[config.mk]
export PLATFORM = sky130hd
export DESIGN_NAME = sptx_top
export DESIGN_NICKNAME = d
export VERILOG_FILES = /design/src/rtl/sptx_pkg.sv /design/src/rtl/sptx_slot_timer.sv /design/src/rtl/sptx_block_seq.sv /design/src/rtl/sptx_word_latch.sv /design/src/rtl/sptx_bmc_enc.sv /design/src/rtl/sptx_top.sv
export SDC_FILE = /design/constraint.sdc
export NUM_CORES = 1
export LEC_CHECK = 0
export BUFFER_PORTS_ARGS = -buffer_cell sky130_fd_sc_hd__buf_4
export CAP_MARGIN = 40
export CORE_UTILIZATION = 59
export DETAILED_ROUTE_END_ITERATION = 6
export PLACE_DENSITY = 0.8
export SLEW_MARGIN = 40
export SYNTH_ARGS = -nofsm -noshare
export SYNTH_HDL_FRONTEND = slang
export SYNTH_HIERARCHICAL = 1
export SYNTH_SLANG_ARGS = --single-unit
[constraint.sdc]
create_clock -name clk -period 4.4 [get_ports clk]
set_input_delay 0.44 -clock clk [delete_from_list [all_inputs] [get_ports clk]]
set_output_delay 0.44 -clock clk [all_outputs]
set_load 0.02 [all_outputs]
[src/rtl/sptx_pkg.sv]
package sptx_pkg;

  localparam int SUB_UI   = 64;
  localparam int PRE_UI   = 8;
  localparam int PAR_SLOT = 31;

  typedef logic [5:0] ui_t;

  typedef enum logic [1:0] {
    PRE_B = 2'd0,
    PRE_M = 2'd1,
    PRE_W = 2'd2
  } pre_kind_t;

  // Bit i of the result is UI i of the preamble.
  function automatic logic [7:0] pre_pattern(pre_kind_t kind, logic inv);
    logic [7:0] p;
    case (kind)
      PRE_M:   p = 8'b0100_0111;
      PRE_W:   p = 8'b0010_0111;
      default: p = 8'b0001_0111;
    endcase
    return inv ? ~p : p;
  endfunction

  // Even parity over the payload slots that are sent as supplied.
  function automatic logic sub_parity(logic [31:0] w);
    return ^w[30:4];
  endfunction

  // Next UI of a data cell, given the current line level.
  function automatic logic bmc_next(logic line_now, logic bit_v, logic second_half);
    return second_half ? (line_now ^ bit_v) : ~line_now;
  endfunction

endpackage

[src/rtl/sptx_slot_timer.sv]
module sptx_slot_timer
  import sptx_pkg::*;
(
  input  logic clk,
  input  logic rst,
  output ui_t  ui_nxt_o,
  output logic load_o
);

  localparam ui_t LAST_UI = ui_t'(SUB_UI - 1);

  ui_t ui_q;

  assign load_o   = (ui_q == LAST_UI);
  assign ui_nxt_o = load_o ? '0 : ui_q + 1'b1;

  always_ff @(posedge clk) begin
    if (rst) ui_q <= LAST_UI;
    else     ui_q <= ui_nxt_o;
  end

endmodule

[src/rtl/sptx_block_seq.sv]
module sptx_block_seq
  import sptx_pkg::*;
#(
  parameter  int FRAMES = 192,
  localparam int FW     = (FRAMES > 1) ? $clog2(FRAMES) : 1
) (
  input  logic      clk,
  input  logic      rst,
  input  logic      adv_i,
  output pre_kind_t kind_o
);

  localparam logic [FW-1:0] LAST_FRAME = FW'(FRAMES - 1);

  logic          second_q;
  logic [FW-1:0] frame_q;

  always_comb begin
    if (second_q)             kind_o = PRE_W;
    else if (frame_q == '0)   kind_o = PRE_B;
    else                      kind_o = PRE_M;
  end

  always_ff @(posedge clk) begin
    if (rst) begin
      second_q <= 1'b0;
      frame_q  <= '0;
    end else if (adv_i) begin
      second_q <= ~second_q;
      if (second_q)
        frame_q <= (frame_q == LAST_FRAME) ? '0 : frame_q + 1'b1;
    end
  end

endmodule

[src/rtl/sptx_word_latch.sv]
module sptx_word_latch (
  input  logic        clk,
  input  logic        rst,
  input  logic        load_i,
  input  logic [31:0] word_i,
  input  logic        valid_i,
  output logic [31:0] word_o,
  output logic        underrun_o
);

  logic starve;

  assign starve = load_i & ~valid_i;

  always_ff @(posedge clk) begin
    if (rst) begin
      word_o     <= '0;
      underrun_o <= 1'b0;
    end else if (load_i) begin
      word_o <= valid_i ? word_i : '0;
      if (starve) underrun_o <= 1'b1;
    end
  end

endmodule

[src/rtl/sptx_bmc_enc.sv]
module sptx_bmc_enc
  import sptx_pkg::*;
(
  input  logic        clk,
  input  logic        rst,
  input  logic        load_i,
  input  ui_t         ui_nxt_i,
  input  pre_kind_t   kind_i,
  input  logic [31:0] word_i,
  output logic        ser_o,
  output logic        blk_start_o
);

  pre_kind_t  kind_q;
  logic       inv_q;
  logic       line_q;
  logic       blk_q;
  logic       line_d;
  logic [4:0] slot;
  logic       second_half;
  logic       slot_bit;
  logic [7:0] pre_now;
  logic [7:0] pre_first;

  assign slot        = ui_nxt_i[5:1];
  assign second_half = ui_nxt_i[0];
  assign slot_bit    = (slot == 5'(PAR_SLOT)) ? sub_parity(word_i) : word_i[slot];
  assign pre_now     = pre_pattern(kind_q, inv_q);
  assign pre_first   = pre_pattern(kind_i, line_q);

  always_comb begin
    if (load_i)                        line_d = pre_first[0];
    else if (ui_nxt_i < ui_t'(PRE_UI)) line_d = pre_now[ui_nxt_i[2:0]];
    else                               line_d = bmc_next(line_q, slot_bit, second_half);
  end

  always_ff @(posedge clk) begin
    if (rst) begin
      line_q <= 1'b0;
      kind_q <= PRE_B;
      inv_q  <= 1'b0;
      blk_q  <= 1'b0;
    end else begin
      line_q <= line_d;
      blk_q  <= load_i && (kind_i == PRE_B);
      if (load_i) begin
        kind_q <= kind_i;
        inv_q  <= line_q;
      end
    end
  end

  assign ser_o       = line_q;
  assign blk_start_o = blk_q;

endmodule

[src/rtl/sptx_top.sv]
module sptx_top
  import sptx_pkg::*;
#(
  parameter int FRAMES_PER_BLOCK = 192
) (
  input  logic        clk,
  input  logic        rst,
  input  logic [31:0] word_i,
  input  logic        word_valid_i,
  output logic        word_ready_o,
  output logic        ser_o,
  output logic        blk_start_o,
  output logic        underrun_o
);

  ui_t         ui_nxt;
  logic        load;
  pre_kind_t   kind_nxt;
  logic [31:0] cur_word;

  sptx_slot_timer u_timer (
    .clk      (clk),
    .rst      (rst),
    .ui_nxt_o (ui_nxt),
    .load_o   (load)
  );

  sptx_block_seq #(.FRAMES(FRAMES_PER_BLOCK)) u_seq (
    .clk    (clk),
    .rst    (rst),
    .adv_i  (load),
    .kind_o (kind_nxt)
  );

  sptx_word_latch u_latch (
    .clk        (clk),
    .rst        (rst),
    .load_i     (load),
    .word_i     (word_i),
    .valid_i    (word_valid_i),
    .word_o     (cur_word),
    .underrun_o (underrun_o)
  );

  sptx_bmc_enc u_enc (
    .clk         (clk),
    .rst         (rst),
    .load_i      (load),
    .ui_nxt_i    (ui_nxt),
    .kind_i      (kind_nxt),
    .word_i      (cur_word),
    .ser_o       (ser_o),
    .blk_start_o (blk_start_o)
  );

  assign word_ready_o = load & ~rst;

endmodule

==> reports/metrics.cfg <==
[final_layout]
seqCellArea_sq_mm = 0.00106
fin_nets = 382
syn_to_final_growth_pct = 8.66
drive_above_1_share = 0.405
fillers = 447
antennaDiodeCount = 0
multi_input_area_sq_mm = 0.00209
final_core_util = 0.667

[timing]
setup_viol_count_final = 0
timing_hold_violations_final = 0
worst_slew_pin_slew_ps = 720
fin_setup_tns_ps = 0
slew_headroom = 0.520
rsz0062_at_grt = false
finalClockSkew_ps = 7.97
final.period_utilization = 0.599
setup_ws_ps = 1760
fmax_mhz = 379
period_needed_ps = 2640
slew_viol_final = 0
timing.hold.ws_ps = 387

[global_route]
grt_first_pass_wirelength_mm = 10.1
grt_max_degree = 78
gr-usage-all-layers = 0.211
grt_pass1_vias = 2297
grt.overflow.total = 0
grt_antenna_before_repair = 0

[synthesis]
netlist_top_cells_count = 53 x dfxtp_1, 31 x nand3_2, 30 x a21oi_2
ys_seq_elements = 53
yosysMostFrequentCell = dfxtp_1
synthArstFlopShare = 0
synth_cell_type_count = 48
ys.flop_type = dfxtp_1
synth_top_cell_area_share = 0.314
synth_edf_count = 0
synth.area.top_cells = dfxtp_1 31%, nand3_2 9.2%, nand2b_4 8.1%, a21oi_2 7.8%, xnor2_1 6.0%
synth.avg_cell_area_sq_um = 10.8
synthesis.yosys.warnings = 6
syn_area_sq_mm = 0.00338
seq_area_frac_synth = 0.314
synthCells = 314
synth_largest_area_cell = dfxtp_1
synth_fp_nets = 354

[floorplan]
io_pins = 39
die_y_microns = 77.7
die_width_microns = 77.7
die_area_sq_mm = 0.00603
start_util = 0.614
core_sq_mm = 0.00551
num_rows = 27

[route]
wirelength_mm = 5.63
avgRoutedWirePerCell_microns = 13.6
drc = 0
ant_nets = 0
vias = 2291
first_pass_iters = 4
vias_per_cell = 5.52
drtIter0Drc = 112

[hold_path]
whs_endpoint = u_latch/word_o[6]
min_path_cells = 3
hold_path_class = input pin to flop
hold_path.startpoint = word_i[6]

[cts]
cts_buffers = 5
ctsHoldBuffers = 0
cts_resized = 0
cts_setup_buffers = 0
clock-root-buffer = clkbuf_8
clockBufferDepth = 2
clkSinkCount = 53
clk_latency_ps = 310
htreeDepth = 2
cts_tree = built
clkTransAtPathRegs_ps = 90

[critical_path]
ff2ff_path_depth = 9
critPathMaxFanout = 77
rr_startpoint = u_timer/ui_q[0]
crit_required_ps = 3960
worstSetupEndpointType = primary output
r2r_end = u_enc/ser_o
crit_type = flop to primary output
reg2reg_slack_ps = 1770
critPathLaunchType = flop
worstPathArrival_ps = 2200

[place]
gp_congestion = 0.784
numPortBuffers = 38
pre_cts_ws_ps = 1540
dp.final_hpwl_mm = 3.90

[power]
powerDensity_mw_per_mm2 = 530
p_leak_nw = 1.28
vdd_drop_max_v = 0.000344

[flow_run]
cap_violations = 0

[status]
status = complete, no violations

[state kept, by name (all words and copies together) (netlist names)]
| name | flops |
|---|---|
| u_seq/frame_q | 8 |
| u_enc/ser_o | 1 |
| u_enc/blk_start_o | 1 |
| u_enc/kind_q | 2 |
| u_enc/inv_q | 1 |
| u_timer/ui_q | 6 |
| u_seq/second_q | 1 |
| u_latch/underrun_o | 1 |
| u_latch/word_o | 32 |
[through the flow]
stage,instances,instance area [sq um],total power [mW]
after floorplan,314,3380,1.59
after global placement,407,3590,1.68
after detailed placement,407,3590,1.69
after CTS,415,3670,1.96
after global routing,415,3670,2.08
final,415,3670,1.95
[logic make-up after synthesis]
group | synth area share
compound gates | 0.137
xor+xnor | 0.0859
fa+ha+maj | 0.0185
buf+inv | 0.0689
flops | 0.314
mux | 0.0792
simple gates | 0.296
[area by class of cell]
type	count	area share
clock inverters	2	0.00273
repair buffers	40	0.0828
clock buffers	6	0.0198
flip-flops and latches	53	0.289
well taps	72	0.0245
inverters	11	0.0112
multi-input cells	231	0.570
[power by group]
group          internal (mW)  leakage [nW]  switching, mW
logic                  0.530         0.800          0.497
registers              0.562         0.431         0.0917
clock network          0.111        0.0450          0.154
total                   1.20          1.28          0.743
[worst max path at each step]
stage / start / to / slack [ps] / cells past startpoint
after floorplan: u_timer/ui_q[0] / u_enc/ser_o / 1310 / 10
after detailed placement: u_timer/ui_q[0] / u_enc/ser_o / 1540 / 9
after global placement: u_timer/ui_q[0] / u_enc/ser_o / 1630 / 9
after CTS: u_timer/ui_q[0] / word_ready_o / 1510 / 6
after global routing: u_timer/ui_q[0] / word_ready_o / 1550 / 6
final: u_timer/ui_q[0] / word_ready_o / 1760 / 6
[cells in the final DEF, fill, tap and decap left out, drive strengths merged, types with 6 or more instances in the layout]
cell type,netlist,layout
a21oi,41,41
buf,17,40
clkbuf,2,6
dfxtp,53,53
inv,11,11
mux4,8,8
nand2,8,8
nand2b,35,35
nand3,41,41
nor2,11,11
o21ai,7,7
or3,6,6
xnor2,23,23
[metal layers]
layer	vias to the layer above	GRT usage	share of wire
li1	1159	-	-
met1	1089	0.259	0.48
met2	37	0.361	0.47
met3	6	0.0506	0.037
met4	0	0.0679	0.013
met5	-	0	0
[critical path, cell delays in order (launching register included)]
cell	delay, ps
dfxtp_1	420
ha_1	240
nand3_1	160
nor2_4	170
buf_6	510
nor2b_4	250
buf_4	140
No activity file was read; power rests on OpenSTA's default activity.
